**config.mk**
```make
export PLATFORM = sky130hd
export DESIGN_NAME = stereo_zc_detect
export DESIGN_NICKNAME = d
export VERILOG_FILES = /design/src/rtl/zcd_pkg.sv /design/src/rtl/zcd_sample_eval.sv /design/src/rtl/zcd_channel.sv /design/src/rtl/stereo_zc_detect.sv
export SDC_FILE = /design/constraint.sdc
export NUM_CORES = 1
export LEC_CHECK = 0
export BUFFER_PORTS_ARGS = -buffer_cell sky130_fd_sc_hd__buf_2
export CELL_PAD_IN_SITES_DETAIL_PLACEMENT = 1
export CELL_PAD_IN_SITES_GLOBAL_PLACEMENT = 2
export CORE_MARGIN = 2
export CORE_UTILIZATION = 12
export DETAILED_ROUTE_END_ITERATION = 16
export PLACE_DENSITY_LB_ADDON = 0.1
export SYNTH_ARGS = -nofsm -noshare
export SYNTH_HDL_FRONTEND = slang
export SYNTH_SLANG_ARGS = --single-unit
```
**constraint.sdc**
```tcl
create_clock -name clk -period 1.45 [get_ports clk]
set_clock_uncertainty 0.2 [all_clocks]
set_input_delay 0.145 -clock clk [delete_from_list [all_inputs] [get_ports clk]]
set_output_delay 0.145 -clock clk [all_outputs]
set_load 0.03 [all_outputs]
```
**src/rtl/zcd_pkg.sv**
```systemverilog
`timescale 1ns/1ps
// Package: shared types and constants of the stereo zero-cross detector.
// Assumes samples are made of 8-bit lanes, with the active width given as a lane count minus one.
package zcd_pkg;
    localparam int unsigned LANE_W = 8;
    localparam int unsigned NUM_CH = 2;

    typedef enum logic [1:0] {
        WC_8  = 2'd0,
        WC_16 = 2'd1,
        WC_24 = 2'd2,
        WC_32 = 2'd3
    } wcode_e;

    typedef enum logic {
        CH_LEFT  = 1'b0,
        CH_RIGHT = 1'b1
    } chan_e;
endpackage

```
**src/rtl/zcd_sample_eval.sv**
```systemverilog
`timescale 1ns/1ps
// Module: zcd_sample_eval
// Purely combinational. Takes one sample word and extracts the sign bit at the active width,
// plus an all-zero indication that covers only the active lanes.
// Assumes DATA_W is a whole number of lanes and at most four lanes, so a 2-bit code can reach them all.
module zcd_sample_eval
    import zcd_pkg::*;
#(
    parameter int unsigned DATA_W = 32
) (
    input  logic [DATA_W-1:0] data,
    input  wcode_e            wcode,
    output logic              sign,
    output logic              is_zero
);
    localparam int unsigned LANES = DATA_W / LANE_W;

    logic [LANES-1:0] lane_nz;
    logic [LANES-1:0] lane_act;
    logic [LANES-1:0] lane_msb;

    // Per-lane facts: is the lane non-zero, is it inside the active width, and its top bit.
    for (genvar i = 0; i < LANES; i++) begin : g_lane
        assign lane_nz[i]  = |data[i*LANE_W +: LANE_W];
        assign lane_act[i] = (i <= int'(wcode));
        assign lane_msb[i] = data[i*LANE_W + LANE_W - 1];
    end

    // Zero test over the active lanes only; the sign comes from the top active lane.
    always_comb begin
        is_zero = ~|(lane_nz & lane_act);
        sign    = lane_msb[wcode];
    end

    initial begin
        assert (DATA_W % LANE_W == 0 && LANES >= 1 && LANES <= 4)
            else $error("zcd_sample_eval: DATA_W must be 8, 16, 24 or 32");
    end
endmodule

```
**src/rtl/zcd_channel.sv**
```systemverilog
`timescale 1ns/1ps
// Module: zcd_channel
// Tracks one channel: the previously recorded sign, an armed bit and the sticky flag.
// Assumes 'hit' is high only for a valid sample that carries this channel's tag.
// A set event beats a simultaneous clear. A low enable clears the flag and disarms the detector.
module zcd_channel (
    input  logic clk,
    input  logic rst_n,
    input  logic det_en,
    input  logic hit,
    input  logic sign,
    input  logic is_zero,
    input  logic clr,
    output logic flag
);
    logic prev_sign;
    logic armed;
    logic set_evt;

    // A crossing is a zero sample, or a sign flip once the detector is armed.
    always_comb begin
        set_evt = det_en && hit && (is_zero || (armed && (sign != prev_sign)));
    end

    // Sign history and arming: record only while enabled, disarm while disabled.
    always_ff @(posedge clk) begin
        if (!rst_n) begin
            prev_sign <= 1'b0;
            armed     <= 1'b0;
        end else if (!det_en) begin
            armed     <= 1'b0;
        end else if (hit) begin
            prev_sign <= sign;
            armed     <= 1'b1;
        end
    end

    // Sticky flag: set wins over clear, and disable forces it low.
    always_ff @(posedge clk) begin
        if (!rst_n) begin
            flag <= 1'b0;
        end else if (!det_en) begin
            flag <= 1'b0;
        end else if (set_evt) begin
            flag <= 1'b1;
        end else if (clr) begin
            flag <= 1'b0;
        end
    end

    // a disabled channel shows no flag after the edge.
    a_r7_disable_clears: assert property (@(posedge clk) disable iff (!rst_n)
        !det_en |=> !flag);
    // a crossing leaves the flag set even under a clear strobe.
    a_r8_set_wins: assert property (@(posedge clk) disable iff (!rst_n)
        set_evt |=> flag);
    // the flag holds without a clear.
    a_r6_sticky: assert property (@(posedge clk) disable iff (!rst_n)
        (flag && det_en && !clr) |=> flag);
    // a lone clear drops the flag.
    a_r6_clear_drops: assert property (@(posedge clk) disable iff (!rst_n)
        (det_en && clr && !set_evt) |=> !flag);
endmodule

```
**src/rtl/stereo_zc_detect.sv**
```systemverilog
`timescale 1ns/1ps
// Module: stereo_zc_detect (top)
// Stereo zero-cross detector. One shared evaluator decodes the sample presented this cycle,
// and one tracker per channel keeps that channel's state. The interrupt is the OR of the flags,
// each gated by its own enable.
// Assumes at most one sample per cycle, with smp_right choosing the channel.
module stereo_zc_detect
    import zcd_pkg::*;
#(
    parameter int unsigned DATA_W = 32
) (
    input  logic              clk,
    input  logic              rst_n,
    input  logic              smp_valid,
    input  logic              smp_right,
    input  logic [DATA_W-1:0] smp_data,
    input  logic [1:0]        width_code,
    input  logic              det_en_l,
    input  logic              det_en_r,
    input  logic              zc_clr_l,
    input  logic              zc_clr_r,
    input  logic              irq_en_l,
    input  logic              irq_en_r,
    output logic              zc_flag_l,
    output logic              zc_flag_r,
    output logic              zc_irq
);
    logic              s_sign;
    logic              s_zero;
    logic [NUM_CH-1:0] en_v;
    logic [NUM_CH-1:0] clr_v;
    logic [NUM_CH-1:0] ien_v;
    logic [NUM_CH-1:0] hit_v;
    logic [NUM_CH-1:0] flag_v;

    zcd_sample_eval #(.DATA_W(DATA_W)) u_eval (
        .data    (smp_data),
        .wcode   (wcode_e'(width_code)),
        .sign    (s_sign),
        .is_zero (s_zero)
    );

    // Gather the per-channel controls into vectors indexed by channel.
    always_comb begin
        en_v  = {det_en_r, det_en_l};
        clr_v = {zc_clr_r, zc_clr_l};
        ien_v = {irq_en_r, irq_en_l};
    end

    // One tracker per channel; a sample reaches only the channel named by its tag.
    for (genvar c = 0; c < NUM_CH; c++) begin : g_ch
        assign hit_v[c] = smp_valid && (smp_right == c[0]);
        zcd_channel u_trk (
            .clk     (clk),
            .rst_n   (rst_n),
            .det_en  (en_v[c]),
            .hit     (hit_v[c]),
            .sign    (s_sign),
            .is_zero (s_zero),
            .clr     (clr_v[c]),
            .flag    (flag_v[c])
        );
    end

    // Outputs: the flags and the masked interrupt merge.
    always_comb begin
        zc_flag_l = flag_v[CH_LEFT];
        zc_flag_r = flag_v[CH_RIGHT];
        zc_irq    = |(flag_v & ien_v);
    end

    // flags are low on the first cycle out of reset.
    a_r1_reset_clear: assert property (@(posedge clk) disable iff (!rst_n)
        $rose(rst_n) |-> (!zc_flag_l && !zc_flag_r));
    // no interrupt while both enables are off.
    a_r10_masked: assert property (@(posedge clk) disable iff (!rst_n)
        (!irq_en_l && !irq_en_r) |-> !zc_irq);
    // a left-tagged sample leaves the right flag unchanged unless right controls act.
    a_r9_right_isolated: assert property (@(posedge clk) disable iff (!rst_n)
        (smp_valid && !smp_right && det_en_r && !zc_clr_r) |=> $stable(zc_flag_r));
endmodule

```
======== Word level (Yosys, flattened, before mapping) ========
Index checks and enable logic that the tools add are counted.
storage, ports and cells
  register bits ........................... 6
  bits in latches ......................... 0
  bits in writable memories ............... 0
  ROM bits ................................ 0
  input bits .............................. 44
  output and inout bits ................... 3
  logic and storage cells ................. 44
  memories ................................ 0
cells by class
  $add $sub $neg .......................... 0
  multipliers ............................. 0
  div/mod/pow operators ................... 0
  magnitude comparators ................... 4
  equal/unequal tests ..................... 2
  shift-type cells ........................ 0
  muxes and demuxes ....................... 6
  bitwise logic cells ..................... 3
  reduce and logical (&&, ||, !) cells .... 23
operators with widths
  kind                count
  $reduce_or 8->1     4
  $logic_and 1x1->1   8
  $reduce_and 2->1    4
  $mux 1              5
  $and 4x4->4         1
  $le 2x2->1 const A  2
  $reduce_bool 2->1   2
  $reduce_or 4->1     1
  $lt 2x3->1 const B  1
  $and 2x2->2         1
  $bmux 1 s2          1
  $le 1x2->1 const A  1
  $logic_or 1x1->1    2
  $ne 1x1->1          2
  $reduce_or 2->1     1
  $logic_not 1->1     1
  $not 1->1           1

======== Depth between registers and ports, before layout ========
  depth in word-level cells ............... 7
  gate-level depth with buffers ........... 4
  depth with buffers taken out ............ 4

======== Hierarchy ========
Synthesis repeated with hierarchy kept, for this count alone.
second synthesis, totals
  cell total of the unflattened synthesis .. 44
  area, all modules ....................... 376.6 um^2
modules (own cells, without submodules)
  module            times used  cells an instance  area each (um^2)
  zcd_channel       2           13                 122.6
  zcd_sample_eval   1           15                 106.4
  stereo_zc_detect  1           3                  25.0

======== Least setup slack after synthesis ========
Ideal clock, no wire load.
  path type ............................... input-to-reg
  start point ............................. in width_code[1]
  end point ............................... reg g_ch[0].u_trk.flag
  data arrival time ....................... 1.188 ns
  required time ........................... 1.135 ns
  setup slack ............................. -0.053 ns
  stages .................................. 4
  path buffers ............................ 0
  cells stage by stage .................... mux4_2 xor2_1 a31o_1 a31o_1
between the ends
  longest elaborated chain between the ends .. 7
  elaborated cells between the ends (all ways) .. 14
  those cells by class .................... order compare (3); eq/ne (1); mux (3); bitwise (1); reduce/logical (6)
ends and longest elaborated chain
  element                                               line                                          text
  start, declared                                       stereo_zc_detect.sv:17                        input logic [1:0] width_code,
  $le 1x2->1, or another cell as far along              zcd_sample_eval.sv:25                         assign lane_act[i] = (i <= int'(wcode));
  $and 4x4->4 or $mux 1 (tied branches)                 zcd_sample_eval.sv:31, zcd_sample_eval.sv:32
  $reduce_or 4->1 or $ne 1x1->1 (tied branches)         zcd_sample_eval.sv:31, zcd_channel.sv:22
  $logic_not 1->1 or $logic_and 1x1->1 (tied branches)  zcd_sample_eval.sv:31, zcd_channel.sv:22
  $logic_or 1x1->1 *                                    zcd_channel.sv:22                             set_evt = det_en && hit && (is_zero || (armed && (sign != prev_sign)));
  $logic_and 1x1->1 *                                   zcd_channel.sv:22
  $mux 1 or $reduce_bool 2->1 (tied branches)           n/a
  end signal, assigned                                  zcd_channel.sv:43                             flag <= 1'b0;
  end signal, assigned                                  zcd_channel.sv:45                             flag <= 1'b1;
  end signal, assigned                                  zcd_channel.sv:47                             flag <= 1'b0;
  end, declared                                         zcd_channel.sv:14                             output logic flag
Every way passes the cells marked *; elsewhere a longest branch is shown, timed or not. The select of a mux whose other input is x is not followed.
A chain may end at the register's enable or synchronous reset.

======== Worst setup path in the final report ========
  start point ............................. in det_en_l
  end point ............................... reg g_ch[0].u_trk.flag
between the ends
  longest elaborated chain between the ends .. 3
  elaborated cells between the ends (all ways) .. 5
  those cells by class .................... mux (1); reduce/logical (4)
ends and longest elaborated chain
  element                                      line                    text
  start, declared                              stereo_zc_detect.sv:18  input logic det_en_l,
  $logic_and 1x1->1 (2 in series)              zcd_channel.sv:22
  $mux 1 or $reduce_bool 2->1 (tied branches)  n/a
Several ways; a longest one is shown, not always the timed one.

==> reports/summary.txt <==
Nets@finish = 155
Place WS = -0.184 ns
Distinct cells, synth = 18
Top_reg_cell synth = dfxtp_1
Setup TNS = 0 ns
Final wirelength = 1.54 mm
Cells on worst reg2reg path = 3
Number of global-route vias before repair = 652
Most common cell after layout, fill and taps aside = buf_2
WS Path Type = input pin to register
Worst Max-Slew Pin Slew = 0.373 ns
DRT iter0 DRCs = 2
Ant diodes = 0
Critical path's slowest cell = dlygate4sd3_1
RSZ-0062 raised after global routing = false
Hold Path Cell Cnt = 3
Worst skew pair latency = 0.24 ns
CP max FO = 3
Final Instance Area = 805 um^2
Final worst path period need = 1.39 ns
FF+latch count, synth = 6
Static leakage = 0.390 nW
Slew HR = 74.9%
Avg Inst Size Synth = 8.23 um^2
Sequential share of power = 38.3%
PD cells = 562 nW/um^2
DR pass1 iterations = 3
Detail Route Antenna Nets = 0
Post-synth top area cell = dfxtp_1
Crit-path cells = buf_2 > dlygate4sd3_1 > nand2_1 > nor3b_1 > a31o_1 > a31o_1
Most used cell, CP = a31o_1
DR WL/cell = 10.1 um
Post-Syn Area = 387 um^2
First-pass GRT wire length = 2.59 mm
Postcts setup bufs = 0
Sw Pwr = 0.107 mW
Synth area leaders = dfxtp_1, nor4_1, a31o_1, nand2_1, mux4_2
TritonCTS Buffers = 3
Syn Nets = 91
Switching share of power = 23.6%
Hold_sp = det_en_r
Worst Hold End = g_ch[1].u_trk.armed$_SDFFE_PN0P_
Worst hold path type = input pin to register
Port Buf Inserts = 46
GPL Wtd Cong = 0.669
Worst reg2reg setup slack = 0.33 ns
GRT Residual Overflow = 0
Most frequent cells in the layout = buf_2, nor4_1, buf_4, nand2_1, dfxtp_1
Fmax = 718 MHz
Die height = 60.8 um
Placed instance area = 732 um^2
R2r endpoint = g_ch[0].u_trk.flag$_SDFFE_PN0P_
Detailed-route DRC error count = 0
Number of synthesized flops with an enable pin = 0
Final Hold Fails = 0
Synthesis-to-layout area growth = 108%
CTS Root Cell = clkbuf_4
# rows = 20
Clock Power Share = 33.2%
Register area share after synthesis = 31.1%
Core box area = 3050 um^2
Comb power frac = 28.6%
Clock net sink count = 6
Internal Power = 0.345 mW
Critical Path RT = 1.38 ns
WP data arrival = 1.32 ns
Status = finished, final reports clean
Die ar. = 3690 um^2
R2R Path Start = g_ch[0].u_trk.prev_sign$_SDFFE_PN0P_
Post-layout util = 26.4%
H-tree lvl count = 1
Final worst slack = 0.0569 ns
Share of layout cells above drive strength 1 = 53.2%
Slew Viols, Final = 0
Synth top area share = 31.1%
CTS tree = done
Deepest clock path buffer count = 2
Initial core utilization = 12.7%
Hold_ws = 0.00901 ns
Final HPWL from detailed placement = 1.37 mm
Clk pin slew, worst setup/hold paths = 0.04 ns
Fin crit share = 96.1%
Post-synth ARST share = 0%
Ports = 47
Initial antenna violation count = 0
Max rail drop VDD = 0.000124 V
Vias per cell = 3.94
Slowest Stage Delay on Critical Path = 0.56 ns
Final setup fails = 0
Crit start category = input pin
Number of synthesis warnings = 0
Die W = 60.8 um
GR Util All Layers = 9.06%
Max cap viols = 0
Post-Syn Instances = 47
Largest net degree at the start of global routing = 5
Vias = 603
Crit end category = register
==> critical path: cells and delay by family <==
family                 cells  cell delay (ns)
AO/OA/AOI/OAI              2             0.34
AND/OR/NAND/NOR            2             0.15
buffers and inverters      2             0.67
==> state kept, by name (all words and copies together), names as in the netlist <==
name	flops
g_ch.u_trk.flag	2
g_ch.u_trk.prev_sign	2
g_ch.u_trk.armed	2
==> logic make-up after synthesis <==
logic type	count (synthesis)	synth area share, %
simple gates	27	36.6
xor+xnor	2	4.53
compound gates	10	19.4
mux	2	8.41
flops	6	31.1
==> power by group through the flow <==
stage	combinational (mW)	clock, mW	sequential (mW)
after floorplan	0.0323	0	0.175
after global placement	0.118	0	0.176
after detailed placement	0.120	0	0.176
after CTS	0.131	0.158	0.173
after global routing	0.145	0.172	0.173
final	0.129	0.150	0.173
==> worst max-delay path by stage <==
stage	from	end	cells after the start
floorplan	width_code[1]	g_ch[0].u_trk.flag$_SDFFE_PN0P_	4
global placement	width_code[1]	g_ch[0].u_trk.flag$_SDFFE_PN0P_	5
detailed placement	width_code[1]	g_ch[0].u_trk.flag$_SDFFE_PN0P_	5
CTS	width_code[1]	g_ch[0].u_trk.flag$_SDFFE_PN0P_	5
global route	det_en_l	g_ch[0].u_trk.flag$_SDFFE_PN0P_	6
finish	det_en_l	g_ch[0].u_trk.flag$_SDFFE_PN0P_	6
==> metal layers <==
| metal | wire length [um] | up-vias | GRT usage, % |
|---|---|---|---|
| li1 | - | 308 | - |
| met1 | 641 | 267 | 10.3 |
| met2 | 780 | 28 | 16.7 |
| met3 | 120 | 0 | 2.56 |
| met4 | 0 | 0 | 1.86 |
| met5 | 0 | - | 0 |
==> Yosys cell counts (2+ instances only) <==
cell type and count:
nor4_1 8, a31o_1 4, nand2_1 7, xor2_1 2, nor2b_1 2, a21boi_0 2
nor3b_1 2, nand3_1 2, nor2_1 4, dfxtp_1 6
==> cell type report <==
| cell class | instances | area (um^2) |
|---|---|---|
| Timing Repair Buffer | 59 | 340 |
| Fill cell | 416 | 2250 |
| Clock buffer | 3 | 22.5 |
| Sequential cell | 6 | 120 |
| Multi-Input combinational cell | 41 | 267 |
| Tap cell | 44 | 55.1 |
==> repair_timing <==
item                                   CTS  global route
endpoints found under the hold margin    4             0
hold buffers                             5             0
resized for setup                        0             0
==> per-stage QoR <==
stage / power, mW / cells
6_report: 0.452 / 153
5_1_grt: 0.489 / 153
4_1_cts: 0.462 / 153
3_5_place_dp: 0.296 / 145
3_3_place_gp: 0.295 / 145
2_1_floorplan: 0.207 / 47
Power figures use the tool's default switching activity.
